--- src/rtl/ssg_pkg.sv ---
package ssg_pkg;

    typedef enum logic [1:0] {
        SSG_WAIT  = 2'd0,
        SSG_LEFT  = 2'd1,
        SSG_RIGHT = 2'd2
    } ssg_phase_e;

endpackage

--- src/rtl/ssg_bit_counter.sv ---
module ssg_bit_counter #(
    parameter int HALF_BITS = 16,
    localparam int FRAME_BITS = 2 * HALF_BITS,
    localparam int CNT_W = $clog2(FRAME_BITS + 1)
) (
    input  logic             clk_i,
    input  logic             rst_ni,
    input  logic             restart_i,
    input  logic             advance_i,
    output logic             half_o,
    output logic             full_o,
    output logic [CNT_W-1:0] count_o
);

    typedef struct packed {
        logic [CNT_W-1:0] cnt;
    } cnt_state_t;

    cnt_state_t st_d, st_q;

    always_comb begin
        st_d = st_q;
        if (restart_i) begin
            st_d.cnt = CNT_W'(1);
        end else if (advance_i) begin
            st_d.cnt = st_q.cnt + CNT_W'(1);
        end
    end

    always_ff @(posedge clk_i or negedge rst_ni) begin
        if (!rst_ni) begin
            st_q <= '0;
        end else begin
            st_q <= st_d;
        end
    end

    assign half_o  = (st_q.cnt == CNT_W'(HALF_BITS));
    assign full_o  = (st_q.cnt == CNT_W'(FRAME_BITS));
    assign count_o = st_q.cnt;

endmodule

--- src/rtl/ssg_phase_ctrl.sv ---
module ssg_phase_ctrl
    import ssg_pkg::*;
#(
    parameter bit LEFT_LEVEL = 1'b1
) (
    input  logic clk_i,
    input  logic rst_ni,
    input  logic fsync_i,
    input  logic half_i,
    input  logic full_i,
    output logic restart_o,
    output logic advance_o,
    output logic sel_o
);

    localparam bit RIGHT_LEVEL = ~LEFT_LEVEL;

    typedef struct packed {
        ssg_phase_e phase;
        logic       sel;
    } ctrl_state_t;

    ctrl_state_t st_d, st_q;

    always_comb begin
        st_d = st_q;
        if (fsync_i) begin
            st_d.phase = SSG_LEFT;
            st_d.sel   = LEFT_LEVEL;
        end else begin
            unique case (st_q.phase)
                SSG_LEFT: begin
                    if (half_i) begin
                        st_d.phase = SSG_RIGHT;
                        st_d.sel   = RIGHT_LEVEL;
                    end
                end
                SSG_RIGHT: begin
                    if (full_i) begin
                        st_d.phase = SSG_WAIT;
                    end
                end
                default: begin
                    st_d.phase = SSG_WAIT;
                end
            endcase
        end
    end

    always_ff @(posedge clk_i or negedge rst_ni) begin
        if (!rst_ni) begin
            st_q.phase <= SSG_WAIT;
            st_q.sel   <= LEFT_LEVEL;
        end else begin
            st_q <= st_d;
        end
    end

    assign restart_o = fsync_i;
    assign advance_o = (st_q.phase != SSG_WAIT) && !full_i;
    assign sel_o     = st_q.sel;

endmodule

--- src/rtl/stereo_select_gen.sv ---
module stereo_select_gen #(
    parameter int HALF_BITS  = 16,
    parameter bit LEFT_LEVEL = 1'b1,
    localparam int FRAME_BITS = 2 * HALF_BITS,
    localparam int CNT_W = $clog2(FRAME_BITS + 1)
) (
    input  logic sclk_i,
    input  logic rst_ni,
    input  logic fsync_i,
    output logic ch_sel_o
);

    logic             restart;
    logic             advance;
    logic             at_half;
    logic             at_full;
    logic [CNT_W-1:0] bit_count;

    ssg_bit_counter #(
        .HALF_BITS (HALF_BITS)
    ) u_cnt (
        .clk_i     (sclk_i),
        .rst_ni    (rst_ni),
        .restart_i (restart),
        .advance_i (advance),
        .half_o    (at_half),
        .full_o    (at_full),
        .count_o   (bit_count)
    );

    ssg_phase_ctrl #(
        .LEFT_LEVEL (LEFT_LEVEL)
    ) u_ctrl (
        .clk_i     (sclk_i),
        .rst_ni    (rst_ni),
        .fsync_i   (fsync_i),
        .half_i    (at_half),
        .full_i    (at_full),
        .restart_o (restart),
        .advance_o (advance),
        .sel_o     (ch_sel_o)
    );

endmodule

--- config.mk ---
export PLATFORM = sky130hd
export DESIGN_NAME = stereo_select_gen
export DESIGN_NICKNAME = d
export VERILOG_FILES = /design/src/rtl/ssg_pkg.sv /design/src/rtl/ssg_bit_counter.sv /design/src/rtl/ssg_phase_ctrl.sv /design/src/rtl/stereo_select_gen.sv
export SDC_FILE = /design/constraint.sdc
export NUM_CORES = 1
export LEC_CHECK = 0
export BUFFER_PORTS_ARGS = -buffer_cell sky130_fd_sc_hd__buf_2
export CAP_MARGIN = 20
export CORE_AREA = 2 2 39 41
export CTS_BUF_LIST = sky130_fd_sc_hd__clkbuf_4 sky130_fd_sc_hd__clkbuf_8
export DETAILED_ROUTE_END_ITERATION = 8
export DIE_AREA = 0 0 41 43
export GPL_ROUTABILITY_DRIVEN = 0
export GPL_TIMING_DRIVEN = 1
export PLACE_DENSITY = 0.65
export SYNTH_ARGS = -nofsm -noshare
export SYNTH_HDL_FRONTEND = slang
export SYNTH_SLANG_ARGS = --single-unit
--- constraint.sdc ---
create_clock -name sclk_i -period 3.56 [get_ports sclk_i]
set_input_delay 0.712 -clock sclk_i [delete_from_list [all_inputs] [get_ports sclk_i]]
set_output_delay 0.712 -clock sclk_i [all_outputs]
set_load 0.02 [all_outputs]
After elaboration in Yosys (flattened, before gate mapping). Index checks and enable logic that the tools add are counted.

Bits in registers: 9. Output and inout bits: 1. Logic and storage cells: 25.

Multiplexer cells: 7. Eq/ne operators: 6. Reductions and logical operators: 8. Add/sub/neg operators: 1.

Operator list (number): two-way mux 6 bit (2); nonzero test 2 bit (4); adder 6 x 1 -> 6 bit (second input constant) (1); == test 6 x 5 -> 1 bit (second input constant) (1); == test 6 bit (second input constant) (1); two-way mux 3 bit (2); one-hot mux 2 bit (2 select lines) (1); AND reduction 2 bit (2); != test 3 x 2 -> 1 bit (second input constant) (1); != test 3 bit (second input constant) (1); == test 2 x 1 -> 1 bit (second input constant) (1); == test 2 bit (second input constant) (1); two-way mux 2 bit (1); logical AND 1 bit (1); zero test 1 bit (1); two-way mux 1 bit (1).

Depth between registers and ports, before layout. Gate-level depths: netlist (run 1).

Depth in word-level cells: 5. Mapped depth: 5.

Hierarchy. A second synthesis (run 1) with hierarchy kept.

Cell total of the unflattened synthesis: 43. Area total of the unflattened synthesis: 451.7 um2.

By module, submodules not included: ssg_bit_counter (times used 1, area an instance 314.1 um2, cells each 31, sequential area each 150.1 um2); ssg_phase_ctrl (times used 1, area an instance 137.6 um2, cells each 12, sequential area each 76.3 um2).

Least setup slack after synthesis (run 1). No wires, ideal clock.

Path kind: input to register. Start point: input fsync_i. End point: register u_cnt.st_q (netlist bit u_cnt.count_o[0]). Setup time: 0.126 ns. Setup slack: 2.154 ns. Required time: 3.434 ns. Arrival: 1.280 ns. Stages: 4. Cell sequence: buf_2 -> nor4b_1 -> a32oi_1 -> o311a_1.

Word-level cells in the longest chain between the ends: 1. Elaborated cells between the ends (all ways): 2. Those cells by class: mux: 1; reduce/logical: 1.

Ends and longest elaborated chain: start, declared (RTL line stereo_select_gen.sv:9) `input logic fsync_i,`; two-way mux 6 bit / nonzero test 2 bit (equally long branches); end signal, assigned (RTL line ssg_bit_counter.sv:34) `st_q <= st_d;`; end, declared (RTL line ssg_bit_counter.sv:19) `cnt_state_t st_d, st_q;`.

Several ways; a longest one is shown, not always the timed one. A chain may end at the register's enable or synchronous reset.

Worst setup path in the final report (run 1).
Start point: register u_ctrl.st_q (netlist bit u_ctrl.sel_o). End point: output ch_sel_o.

RTL lines: start, declared (RTL line ssg_phase_ctrl.sv:23) `ctrl_state_t st_d, st_q;`; start signal, assigned (RTL line ssg_phase_ctrl.sv:55) `st_q <= st_d;`; end, declared (RTL line stereo_select_gen.sv:10) `output logic ch_sel_o`.

No word-level cell between the ends.

==> metrics.md, run 1 <==
| Metric | Value |
|---|---|
| Die area | `between 1500 and 2000 um2` |
| Vias in the first global route | `about 390` |
| Layout Nets | `66` |
| Outcome | `complete, no violations` |
| Achievable frequency | `just over 0.6 GHz` |
| Final Skew | `around 0.015 ns` |
| Largest net degree at the start of global routing | `15` |
| Max Root-Sink Buffers | `2` |
| Syn Inst Count | `55` |
| Top Family by Delay on Critical Path | `flip-flops` |
| Hold violation total from the final report | `0` |
| Diodes inserted | `0` |
| WP data arrival | `0.93 ns` |
| Reg-to-reg startpoint | `u_cnt.count_o[0]` |
| CP Max Fanout | `2` |
| Core area | `1380 um2` |
| Worst setup EP type | `output pin` |
| # IOs | `4` |
| Syn Area/Cell | `9.80 um2` |
| WL final | `between 1 and 1.5 mm` |
| Finished Core Util | `0.428` |
| Post-route ant nets | `0` |
| Initial antenna violation count | `0` |
| Hpwl dp | `approximately 730 um` |
| Skew-Pair Late Insertion Delay | `roughly 0.27 ns` |
| Vias per cell | `around 5.6` |
| Required time of the worst setup path | `between 2 and 3 ns` |
| Final min period | `~1.6 ns` |
| Commonest non-fill, non-tap cell in the layout | `dfrtp_1` |
| Setup TNS Final | `0 ns` |
| H-tree levels | `1` |
| PwrDens | `roughly 560 nW/um2` |
| Die width | `41 um` |
| Worst Path Buf+Inv | `1` |
| Max-slew violations | `0` |
| Synth Cell Area | `~540 um2` |
| First-pass GRT wire length | `about 1.7 mm` |
| Slew HR | `0.769` |
| #FFs+latches synth | `9` |
| RSZ-0062 raised after global routing | `no` |
| Syn. warnings | `0` |
| Die Height | `about 43 um` |
| Top cells by area, synth | `dfrtp_1 (37%), nor2b_1 (5.8%), dfstp_2 (4.9%), ha_1 (4.6%), a32oi_1 (3.2%)` |
| Sequential share of the synthesized area | `0.420` |
| Commonest non-fill, non-tap cells in the layout | `dfrtp_1 (8), nor2b_1 (5)` |
| Synth async-reset ratio | `1.00` |
| Total of max-cap violations | `0` |
| Initial Utilization | `0.390` |
| Worst min-delay path class | `input pin to asynchronous set/reset pin` |
| Tightest Pin Transition | `between 0.3 and 0.4 ns` |
| Clk sink count | `9` |
| Critical Path Source Type | `flop` |
| GRT Residual Overflow | `0` |
| FILL cells | `139` |
| CTS buffer count | `3` |
| Crit path cell chain | `buf_2` |
| Row cnt | `14` |
| Worst setup path start | `u_ctrl.sel_o` |
| Hold-fix buffers, CTS | `0` |
| # DRC | `0` |
| Routed WL per cell | `around 14 um` |
| Layout cells sized above 1 | `0.167` |
| Synth unique cells | `30` |
| Top FF cell, synth | `dfrtp_1` |
| VDD IR max | `about 0.00019 V` |
| Setup violators final | `0` |
| Crit Path Class | `flop to output pin` |
| Crit share post-route | `0.462` |
| Port bufs | `3` |
| DR pass1 iterations | `4` |
| Count of flip-flops with a built-in enable after synthesis | `0` |
| Root Buffer | `clkbuf_4` |
| Via count | `roughly 430` |
| Drt initial violations | `9` |
| Post-CTS Setup Bufs | `0` |
| Area growth from synthesis to layout | `9.74%` |
| Clk pin slew, worst setup/hold paths | `0.08 ns` |
| Synth area leader | `dfrtp_1` |
| CTS tree | `built` |
| Resize count post-CTS | `0` |
| CP max-delay cell | `dfstp_2` |
| Global router's overall resource usage | `0.146` |
| Top-area cell type share of the netlist area | `0.371` |
| Syn nets | `60` |
| P_leak | `approximately 0.00024 uW` |
| Critical Path Max Stage Delay | `0.52 ns` |
[final timing paths]
kind	end	depth (start not counted)	slack [ns]
min	u_cnt.count_o[3]	1	0.28
max in group asynchronous	u_ctrl.sel_o	1	3.02
max reg2reg	u_cnt.count_o[2]	5	2.09
max	ch_sel_o	1	1.91
min in group sclk_i	u_ctrl.sel_o	1	0.51
min reg2reg	u_ctrl.sel_o	1	0.51
[flip-flops by register name (all words and copies together) (netlist names)]
name and count:
u_cnt.count_o 6, u_ctrl.sel_o 1, u_ctrl.st_q 2
[metal layers]
| metal | global-route usage | share of wire |
|---|---|---|
| met1 | 0.211 | 0.52 |
| met3 | 0.0314 | 0.023 |
| met4 | 0.100 | 0.013 |
| met5 | 0 | 0 |
| met2 | 0.184 | 0.44 |
[Yosys cell counts, types with 2 or more instances]
cell type  number
dfrtp_1         8
nor2b_1         5
a21oi_1         3
inv_1           3
nand2_1         3
nand3_1         3
a21o_1          2
a32oi_1         2
buf_2           2
ha_1            2
nor2_1          2
o21ai_1         2
[stage by stage]
| stage | setup slack (ns) | instance area (um2) | hold WS [ns] | total power, uW | cells |
|---|---|---|---|---|---|
| 2_1_floorplan | 2.15 | 539 | 0.416 | 222 | 55 |
| 3_3_place_gp | 2.02 | 564 | 0.507 | 246 | 72 |
| 3_5_place_dp | 2.03 | 564 | 0.504 | 251 | 72 |
| 4_1_cts | 1.90 | 592 | 0.285 | 336 | 76 |
| 5_1_grt | 1.88 | 592 | 0.282 | 356 | 76 |
| 6_report | 1.91 | 592 | 0.276 | 332 | 76 |
[layout make-up]
class	count	area, um2	area share
clock buffer	3	22.5	0.0381
clock inverter	1	5.00	0.00846
inverter	3	11.3	0.0190
multi-input combinational	41	292	0.493
sequential	9	226	0.383
tap	16	20.0	0.0338
timing repair buffer	3	15.0	0.0254
[cells by family (layout without fill, tap and decap cells)]
group / after synthesis / in the layout / synth area share
compound gates: 15 / 15 / 0.200
xor+xnor: 1 / 1 / 0.0162
fa+ha+maj: 2 / 2 / 0.0464
buf+inv: 5 / 10 / 0.0394
flops: 9 / 9 / 0.420
mux: 1 / 1 / 0.0209
simple gates: 22 / 22 / 0.258
[where the power goes]
| group | switching (uW) | leakage [uW] | internal (uW) |
|---|---|---|---|
| Sequential | 25.8 | 0.000112 | 119 |
| Combinational | 53.0 | 0.000107 | 51.5 |
| Clock | 41.0 | 0.0000177 | 41.5 |
(Power assumes the default switching activity.)
==> inputs of run 2 (changes only) <==
==> constraint.sdc (replaced) <==
create_clock -name sclk_i -period 1.6 [get_ports sclk_i]
set_input_delay 0.32 -clock sclk_i [delete_from_list [all_inputs] [get_ports sclk_i]]
set_output_delay 0.32 -clock sclk_i [all_outputs]
set_load 0.02 [all_outputs]
==> metrics.md, run 2 (same netlist as run 1, synthesis figures left out) <==
| Metric | Value |
|---|---|
| DR pass1 iterations | `2` |
| Hpwl dp | `758 um` |
| Global router's overall resource usage | `0.159` |
| Crit share post-route | `0.919` |
| Design Power | `approximately 750 uW` |
| Root Buffer | `clkbuf_4` |
| Worst setup EP type | `flop` |
| WP data arrival | `~1.7 ns` |
| Tightest Pin Transition | `between 0.3 and 0.4 ns` |
| Skew-Pair Late Insertion Delay | `about 0.26 ns` |
| Worst min-delay path class | `input pin to flop` |
| VDD IR max | `around 0.00065 V` |
| Setup violators final | `0` |
| CTS tree | `built` |
| # IOs | `4` |
| First-pass GRT wire length | `~1.9 mm` |
| Die area | `roughly 1800 um2` |
| Achievable frequency | `0.680 GHz` |
| # DRC | `0` |
| Die Height | `approximately 43 um` |
| Setup TNS Final | `0 ns` |
| Crit path cell chain | `inv_1 > ha_1 > nor3b_2 > a311o_1 > a21oi_1` |
| H-tree levels | `1` |
| Core area | `1380 um2` |
| Critical Path Source Type | `flop` |
| WL final | `~1.0 mm` |
| Number of flip-flops in the largest register | `6` |
| Vias per cell | `roughly 5.6` |
| Area growth from synthesis to layout | `12.1%` |
| Clk pin slew, worst setup/hold paths | `~0.060 ns` |
| Commonest non-fill, non-tap cells in the layout | `dfrtp_1 (8), nor2b_1 (5), clkbuf_4 (4)` |
| P_leak | `0.000242 uW` |
| Crit Path Class | `flop to flop` |
| Layout cells sized above 1 | `0.164` |
| Largest net degree at the start of global routing | `15` |
| Critical Path Max Stage Delay | `0.46 ns` |
| Port bufs | `3` |
| Max Root-Sink Buffers | `2` |
| Die width | `~41 um` |
| Commonest non-fill, non-tap cell in the layout | `dfrtp_1` |
| Final Skew | `between 0.002 and 0.0025 ns` |
| Diodes inserted | `0` |
| FF+latch area | `roughly 230 um2` |
| RSZ-0062 raised after global routing | `no` |
| Min Hold Slack | `between 0.3 and 0.4 ns` |
| Final min period | `1.47 ns` |
| FILL cells | `134` |
| PwrDens | `around 1200 nW/um2` |
| Post-route ant nets | `0` |
| Slew HR | `0.767` |
| Outcome | `complete, no violations` |
| Routed WL per cell | `around 13 um` |
| Hold violation total from the final report | `0` |
| Via count | `between 400 and 500` |
| Total of max-cap violations | `0` |
| Clk sink count | `9` |
| CP max-delay cell | `dfrtp_1` |
| Layout Nets | `67` |
| GRT Residual Overflow | `0` |
| Initial antenna violation count | `0` |
| Resize count post-CTS | `0` |
| Multi-input gate area | `about 300 um2` |
| Post-CTS Setup Bufs | `0` |
| CP Max Fanout | `7` |
| Vias in the first global route | `approximately 440` |
| Initial Utilization | `0.390` |
| Max-slew violations | `0` |
| Row cnt | `14` |
| Drt initial violations | `2` |
| CTS buffer count | `3` |
| Required time of the worst setup path | `about 1.8 ns` |
==> run 2: timing repair <==
action	in CTS	in global routing
hold buffers	1	0
hold endpoints to repair	8	0
setup endpoints to repair	0	0
==> run 2: area by class of cell <==
type / instances / share of cell area
inverters: 3 / 0.0186
multi-input cells: 41 / 0.482
flip-flops and latches: 9 / 0.375
well taps: 16 / 0.0331
repair buffers: 4 / 0.0414
clock buffers: 4 / 0.0497
==> run 2: stage by stage <==
step           cells  utilization  instance area [um2]  setup slack (ns)
6_report          77        0.437                  604             0.130
5_1_grt           77        0.437                  604         0.0000511
4_1_cts           77        0.437                  604             0.126
3_5_place_dp      72        0.408                  564             0.134
3_3_place_gp      72        0.408                  564             0.158
2_1_floorplan     55            -                  539             0.271
==> run 2: critical path: cells and delay by family (launching register included) <==
| family | cells | cell delay (ns) |
|---|---|---|
| buffers and inverters | 1 | 0.07 |
| flip-flops | 1 | 0.46 |
| AO/OA/AOI/OAI | 2 | 0.47 |
| AND/OR/NAND/NOR | 1 | 0.19 |
| adder cells (fa/ha/maj) | 1 | 0.20 |
==> run 2: power by group <==
part | leakage (uW) | internal [uW] | switching, uW
clock network | 0.0000184 | 113 | 80.7
registers | 0.000112 | 265 | 59.1
logic | 0.000111 | 115 | 117
==> run 2: path summary, 6_finish.rpt <==
kind	from	to	slack, ns	depth (start not counted)
setup reg to reg	u_cnt.count_o[0]	u_cnt.count_o[2]	0.13	5
max in group asynchronous	rst_ni	u_ctrl.sel_o	0.91	2
hold reg to reg	u_ctrl.sel_o	u_ctrl.sel_o	0.51	1
min in group asynchronous	rst_ni	u_cnt.count_o[5]	0.44	2
setup / recovery	u_cnt.count_o[0]	u_cnt.count_o[2]	0.13	5
hold / removal	fsync_i	u_cnt.count_o[3]	0.39	2
==> run 2: routing by layer <==
layer  wire length [um]  vias to the layer above  GRT usage
met3                 22                        5     0.0157
li1                   -                      214          -
met5                  0                        -          0
met1                506                      205      0.222
met4                 37                        0      0.120
met2                461                        6      0.216
